$ cat config.mk
export PLATFORM = sky130hd
export DESIGN_NAME = ps2_wake_detect
export DESIGN_NICKNAME = d
export VERILOG_FILES = /design/src/rtl/ps2wk_pkg.sv /design/src/rtl/ps2wk_sync.sv /design/src/rtl/ps2wk_frame.sv /design/src/rtl/ps2wk_match.sv /design/src/rtl/ps2_wake_detect.sv
export SDC_FILE = /design/constraint.sdc
export NUM_CORES = 1
export LEC_CHECK = 0
export ABC_AREA = 1
export BUFFER_PORTS_ARGS = -buffer_cell sky130_fd_sc_hd__buf_2
export CORE_ASPECT_RATIO = 1.5
export CORE_MARGIN = 1.5
export CORE_UTILIZATION = 51
export DETAILED_ROUTE_END_ITERATION = 10
export HOLD_SLACK_MARGIN = 0.12
export PLACE_DENSITY = 0.79
export SLEW_MARGIN = 40
export SYNTH_ARGS = -nofsm -noshare
export SYNTH_HDL_FRONTEND = slang
export SYNTH_SLANG_ARGS = --single-unit
export TNS_END_PERCENT = 10
$ cat constraint.sdc
create_clock -name clk_i -period 1.98 [get_ports clk_i]
set_input_delay 0.396 -clock clk_i [delete_from_list [all_inputs] [get_ports clk_i]]
set_output_delay 0.396 -clock clk_i [all_outputs]
set_load 0.05 [all_outputs]
$ cat src/rtl/ps2wk_pkg.sv
package ps2wk_pkg;
  typedef struct packed {
    logic [7:0] data;
    logic       par_ok;
    logic       stop_ok;
  } ps2wk_byte_t;
endpackage

$ cat src/rtl/ps2wk_sync.sv
module ps2wk_sync #(
  parameter int STAGES = 2
) (
  input  logic clk_i,
  input  logic rst_ni,
  input  logic line_clk_i,
  input  logic line_dat_i,
  output logic fall_o,
  output logic dat_o
);
  logic [STAGES-1:0] c_sr, d_sr;
  logic              c_prev;

  always_ff @(posedge clk_i or negedge rst_ni) begin
    if (!rst_ni) begin
      c_sr   <= '1;
      d_sr   <= '1;
      c_prev <= 1'b1;
    end else begin
      c_sr   <= {c_sr[STAGES-2:0], line_clk_i};
      d_sr   <= {d_sr[STAGES-2:0], line_dat_i};
      c_prev <= c_sr[STAGES-1];
    end
  end

  assign fall_o = c_prev & ~c_sr[STAGES-1];
  assign dat_o  = d_sr[STAGES-1];
endmodule

$ cat src/rtl/ps2wk_frame.sv
module ps2wk_frame
  import ps2wk_pkg::*;
#(
  parameter int TO_CYC = 100000
) (
  input  logic        clk_i,
  input  logic        rst_ni,
  input  logic        fall_i,
  input  logic        dat_i,
  output logic        byte_vld_o,
  output ps2wk_byte_t byte_o,
  output logic        abort_o
);
  localparam int TOW = $clog2(TO_CYC + 1);

  logic [3:0]     bit_cnt;
  logic [7:0]     shreg;
  logic           par_q;
  logic [TOW-1:0] idle_cnt;

  always_ff @(posedge clk_i or negedge rst_ni) begin
    if (!rst_ni) begin
      bit_cnt    <= '0;
      shreg      <= '0;
      par_q      <= 1'b0;
      idle_cnt   <= '0;
      byte_vld_o <= 1'b0;
      byte_o     <= '0;
      abort_o    <= 1'b0;
    end else begin
      byte_vld_o <= 1'b0;
      abort_o    <= 1'b0;
      if (fall_i) begin
        idle_cnt <= '0;
        if (bit_cnt == 4'd0) begin
          if (!dat_i) bit_cnt <= 4'd1;
        end else if (bit_cnt <= 4'd8) begin
          shreg   <= {dat_i, shreg[7:1]};
          bit_cnt <= bit_cnt + 4'd1;
        end else if (bit_cnt == 4'd9) begin
          par_q   <= dat_i;
          bit_cnt <= 4'd10;
        end else begin
          byte_vld_o     <= 1'b1;
          byte_o.data    <= shreg;
          byte_o.par_ok  <= ^{shreg, par_q};
          byte_o.stop_ok <= dat_i;
          bit_cnt        <= 4'd0;
        end
      end else if (bit_cnt != 4'd0) begin
        if (idle_cnt == TOW'(TO_CYC)) begin
          bit_cnt  <= 4'd0;
          idle_cnt <= '0;
          abort_o  <= 1'b1;
        end else begin
          idle_cnt <= idle_cnt + TOW'(1);
        end
      end else begin
        idle_cnt <= '0;
      end
    end
  end
endmodule

$ cat src/rtl/ps2wk_match.sv
module ps2wk_match
  import ps2wk_pkg::*;
#(
  parameter int MAX_LEN = 4,
  parameter int SELW    = 2
) (
  input  logic                              clk_i,
  input  logic                              rst_ni,
  input  logic                              en_i,
  input  logic [SELW-1:0]                   sel_i,
  input  logic [(1<<SELW)*MAX_LEN*8-1:0]    code_i,
  input  logic [(1<<SELW)*$clog2(MAX_LEN)-1:0] len_i,
  input  logic                              byte_vld_i,
  input  ps2wk_byte_t                       byte_i,
  input  logic                              abort_i,
  output logic                              hit_o
);
  localparam int NVAR = 1 << SELW;
  localparam int LENW = $clog2(MAX_LEN);

  logic [7:0]      tbl  [NVAR][MAX_LEN];
  logic [LENW-1:0] lens [NVAR];
  logic [LENW-1:0] idx;
  logic [7:0]      cur_b, first_b;
  logic            at_last;

  for (genvar v = 0; v < NVAR; v++) begin : g_var
    assign lens[v] = len_i[v*LENW +: LENW];
    for (genvar k = 0; k < MAX_LEN; k++) begin : g_pos
      assign tbl[v][k] = code_i[(v*MAX_LEN + k)*8 +: 8];
    end
  end

  assign cur_b   = tbl[sel_i][idx];
  assign first_b = tbl[sel_i][0];
  assign at_last = (idx >= lens[sel_i]);

  always_ff @(posedge clk_i or negedge rst_ni) begin
    if (!rst_ni) begin
      idx   <= '0;
      hit_o <= 1'b0;
    end else begin
      hit_o <= 1'b0;
      if (!en_i || abort_i) begin
        idx <= '0;
      end else if (byte_vld_i) begin
        if (!byte_i.par_ok) begin
          idx <= '0;
        end else if (byte_i.data == cur_b) begin
          if (at_last) begin
            idx   <= '0;
            hit_o <= byte_i.stop_ok;
          end else begin
            idx <= idx + LENW'(1);
          end
        end else begin
          idx <= (byte_i.data == first_b) ? LENW'(1) : '0;
        end
      end
    end
  end
endmodule

$ cat src/rtl/ps2_wake_detect.sv
module ps2_wake_detect
  import ps2wk_pkg::*;
#(
  parameter int MAX_LEN     = 4,
  parameter int SELW        = 2,
  parameter int TO_CYC      = 100000,
  parameter int SYNC_STAGES = 2
) (
  input  logic                                 clk_i,
  input  logic                                 rst_ni,
  input  logic                                 ps2_clk_i,
  input  logic                                 ps2_dat_i,
  input  logic [(1<<SELW)*MAX_LEN*8-1:0]       code_i,
  input  logic [(1<<SELW)*$clog2(MAX_LEN)-1:0] len_i,
  input  logic [SELW-1:0]                      sel_i,
  input  logic                                 en_i,
  input  logic                                 clr_i,
  output logic                                 wake_sts_o,
  output logic                                 pme_o
);
  logic        fall_w, dat_w, byte_vld_w, abort_w, hit_w;
  ps2wk_byte_t byte_w;

  ps2wk_sync #(.STAGES(SYNC_STAGES)) u_sync (
    .clk_i(clk_i), .rst_ni(rst_ni),
    .line_clk_i(ps2_clk_i), .line_dat_i(ps2_dat_i),
    .fall_o(fall_w), .dat_o(dat_w)
  );

  ps2wk_frame #(.TO_CYC(TO_CYC)) u_frame (
    .clk_i(clk_i), .rst_ni(rst_ni),
    .fall_i(fall_w), .dat_i(dat_w),
    .byte_vld_o(byte_vld_w), .byte_o(byte_w), .abort_o(abort_w)
  );

  ps2wk_match #(.MAX_LEN(MAX_LEN), .SELW(SELW)) u_match (
    .clk_i(clk_i), .rst_ni(rst_ni),
    .en_i(en_i), .sel_i(sel_i), .code_i(code_i), .len_i(len_i),
    .byte_vld_i(byte_vld_w), .byte_i(byte_w), .abort_i(abort_w),
    .hit_o(hit_w)
  );

  always_ff @(posedge clk_i or negedge rst_ni) begin
    if (!rst_ni)     wake_sts_o <= 1'b0;
    else if (hit_w)  wake_sts_o <= 1'b1;
    else if (clr_i)  wake_sts_o <= 1'b0;
  end

  assign pme_o = wake_sts_o;
endmodule

==> results.py <==
metrics = {
    "status": {
        "status": "finished clean",
    },
    "floorplan": {
        "io_pins": 146,
        "num_rows": 40,
        "die_y_um": 114,
        "start_util_pct": 52.2,
        "die_w_um": 76.7,
        "core_um2": 7960,
        "dieArea_um2": 8710,
    },
    "final_layout": {
        "drive_gt1_share_pct": 26.7,
        "seqCellArea_um2": 1280,
        "layout.nets": 997,
        "utilization_pct": 68.4,
        "post-route-cell-area_um2": 5440,
        "multi_input_area_um2": 2420,
        "synthToLayoutAreaGrowth_pct": 30.9,
        "nFillCells": 695,
        "diodes": 0,
        "final_common_cell": "nand2_1",
        "mostFrequentLayoutCells": "nand2_1 (249), buf_2 (145), inv_1 (98), nand3_1 (76), nor2_1 (54)",
    },
    "worst_setup_path": {
        "startpoint_type": "flop",
        "r2r_end": "u_frame.idle_cnt[16]$_DFF_PN0_",
        "path_cells": "ha_4, nand4_1, nor2_2, nand2_2, nor2_4, nand2_2, nor2_4, nand2_2, nor3b_4, nand3_1, nand2_1, nor2_1",
        "crit_type": "reg2reg",
        "cpLargestDelayFamily": "simple AND/OR/NAND/NOR gates",
        "rrSetupSlack_ns": 0.02,
        "critPathRequiredTime_ns": 2.17,
        "worst-endpoint-arrival_ns": 2.14,
        "worstRegToRegCells": 12,
        "crit_top_cell": "nand2_2",
        "crit_start": "u_frame.idle_cnt[1]$_DFF_PN0_",
        "critPathMaxStageDelay_ns": 0.42,
        "path_buf_inv": 0,
        "critPathMaxFanout": 3,
        "end_kind": "flop",
        "regToRegStartpoint": "u_frame.idle_cnt[1]$_DFF_PN0_",
        "crit_slowest_cell": "dfrtp_1",
    },
    "yosys": {
        "ys_types": 34,
        "syn_inst": 678,
        "yosys.area.top_type": "dfrtp_1",
        "yosysWarnings": 0,
        "synthFlopType": "dfrtp_1",
        "synth_seq_cells": 51,
        "netlist_area_um2": 4160,
        "yosys.area.top_type_share_pct": 27.7,
        "synthArstFlopShare_pct": 100,
        "synth_nets": 829,
        "seq_area_frac_synth_pct": 30.9,
        "synth_area_leaders": "dfrtp_1 (28%), nand2_1 (23%), nand3_1 (9.4%)",
        "synth.avg_cell_area_um2": 6.13,
        "synth_edf_count": 0,
    },
    "global_route": {
        "antenna_found_initial": 0,
        "grt_max_degree": 57,
        "grt_pass1_vias": 4808,
        "overflow": 0,
        "grtUsageMet3_pct": 3.84,
        "grt.met2_usage_pct": 56.2,
        "grt.total_usage_pct": 28.3,
        "met1_usage_pct": 27.6,
        "grt_pass1_wl_um": 20000,
        "top_usage_layer": "met2",
    },
    "routing": {
        "ant_nets": 0,
        "viasPerCell": 5.20,
        "wl_per_cell_um": 13.3,
        "wl_um": 12600,
        "remaining_drc_errors": 0,
        "dr_total_vias": 4949,
        "drt_iter0_drc": 277,
        "firstDrtPassIters": 5,
    },
    "hold_path": {
        "hold_depth": 1,
        "worstHoldStart": "ps2_clk_i",
        "min_path_type": "in2reg",
        "worstHoldEndpoint": "u_sync.c_sr[0]$_DFF_PN1_",
    },
    "cts": {
        "clk_pin_slew_worst_paths_ns": 0.06,
        "clk_latency_ns": 0.29,
        "cts_max_path_buffers": 2,
        "cts_root_buf": "clkbuf_16",
        "clock_sinks": 51,
        "cts_tree": "done",
        "cts_buffers": 5,
        "htreeDepth": 2,
    },
    "timing": {
        "period_needed_ns": 1.96,
        "rsz0062_at_grt": "true",
        "skew_ns": 0.00797,
        "max_slew.worst_pin.slew_ns": 0.523,
        "finalHoldViolCount": 0,
        "report.final.slew_viol_count": 0,
        "setup_violations": 0,
        "fin_crit_sh_pct": 98.9,
        "max_freq_ghz": 0.511,
        "max_slew_margin_pct": 65.2,
    },
    "placed_design": {
        "gp_congestion": 0.958,
        "dpl.hpwl_um": 9960,
        "placed_area_um2": 5130,
        "io_buffers": 145,
    },
    "power": {
        "p_leak_nw": 3.00,
        "power_density_nw_per_um2": 593,
        "ir_drop_uv": 899,
    },
    "run": {
        "drv_cap": 0,
    },
}
[final cells by class]
type                       instances  share of cell area (%)
tap                              105                    2.41
clock inverter                     3                   0.368
clock buffer                       5                    2.30
multi-input combinational        502                    44.4
timing repair buffer             185                    19.8
inverter                         101                    7.11
sequential                        51                    23.6
[worst max-delay path by stage]
stage / depth (start not counted) / slack, ns / endpoint
after CTS: 12 / -0.07 / u_frame.idle_cnt[16]$_DFF_PN0_
final: 12 / 0.02 / u_frame.idle_cnt[16]$_DFF_PN0_
after detailed placement: 13 / -0.12 / u_match.idx[0]$_DFFE_PN0P_
after global placement: 13 / -0.06 / u_match.idx[0]$_DFFE_PN0P_
after floorplan: 13 / 0.01 / u_match.idx[0]$_DFFE_PN0P_
after global routing: 12 / -0.1 / u_frame.idle_cnt[16]$_DFF_PN0_
[synth_stat cells (3+ instances only)]
cell	count
a211oi_1	3
a21oi_1	10
buf_2	7
buf_4	7
buf_6	9
dfrtp_1	46
dfstp_2	5
ha_1	7
inv_1	99
nand2_1	253
nand3_1	78
nand4_1	5
nor2_1	63
nor3_1	12
o21ai_0	36
o21ai_1	5
xnor2_1	6
xor2_1	8
[routing by layer]
metal | vias up | routed length [µm]
met3 | 37 | 699
met5 | - | 0
met2 | 213 | 6840
met4 | 0 | 549
li1 | 2440 | -
met1 | 2259 | 4530
[sequential cells by signal, summed over array words and instances, names as in the netlist]
signal and cells:
u_sync.c_sr 2, u_frame.bit_cnt 4, u_frame.abort_o 1, u_match.hit_o 1, u_sync.c_prev 1, u_sync.d_sr 2, u_frame.shreg 8, u_frame.byte_o 10
u_frame.idle_cnt 17, pme_o 1, u_frame.par_q 1, u_frame.byte_vld_o 1, u_match.idx 2
[stage by stage]
step	std cells	hold WS, ns	setup TNS (ns)	worst slack (ns)	power (mW)
final	952	0.203	0	0.0214	3.22
after global routing	952	0.195	-0.205	-0.0988	3.42
after CTS	948	0.199	-0.118	-0.0721	3.19
after detailed placement	939	0.348	-0.362	-0.120	2.34
after global placement	939	0.345	-0.0598	-0.0559	2.28
after floorplan	678	0.100	0	0.0101	1.89
[where the power goes]
part | internal [mW] | total (mW) | switching, mW | leakage, nW
registers | 1.13 | 1.22 | 0.0863 | 0.689
clock network | 0.466 | 0.843 | 0.377 | 0.0658
logic | 0.485 | 1.16 | 0.678 | 2.25
total | 2.08 | 3.22 | 1.14 | 3.00
[cells by family after synthesis]
group | after synthesis | share of synthesized area [%]
AND/OR/NAND/NOR | 418 | 41.8
XOR/XNOR | 14 | 2.95
buffers and inverters | 125 | 13.9
adder cells (fa/ha/maj) | 7 | 2.11
flip-flops | 51 | 30.9
AO/OA/AOI/OAI | 63 | 8.40
[repair_timing]
action                                 in CTS  in global routing
resized for setup                           1                 31
hold buffers                                1                  0
pin swaps                                   0                  7
setup endpoints to repair                   3                 19
endpoints found under the hold margin      19                  0
setup buffers                               0                  4
Note: power is estimated with default switching activity, not from simulation.
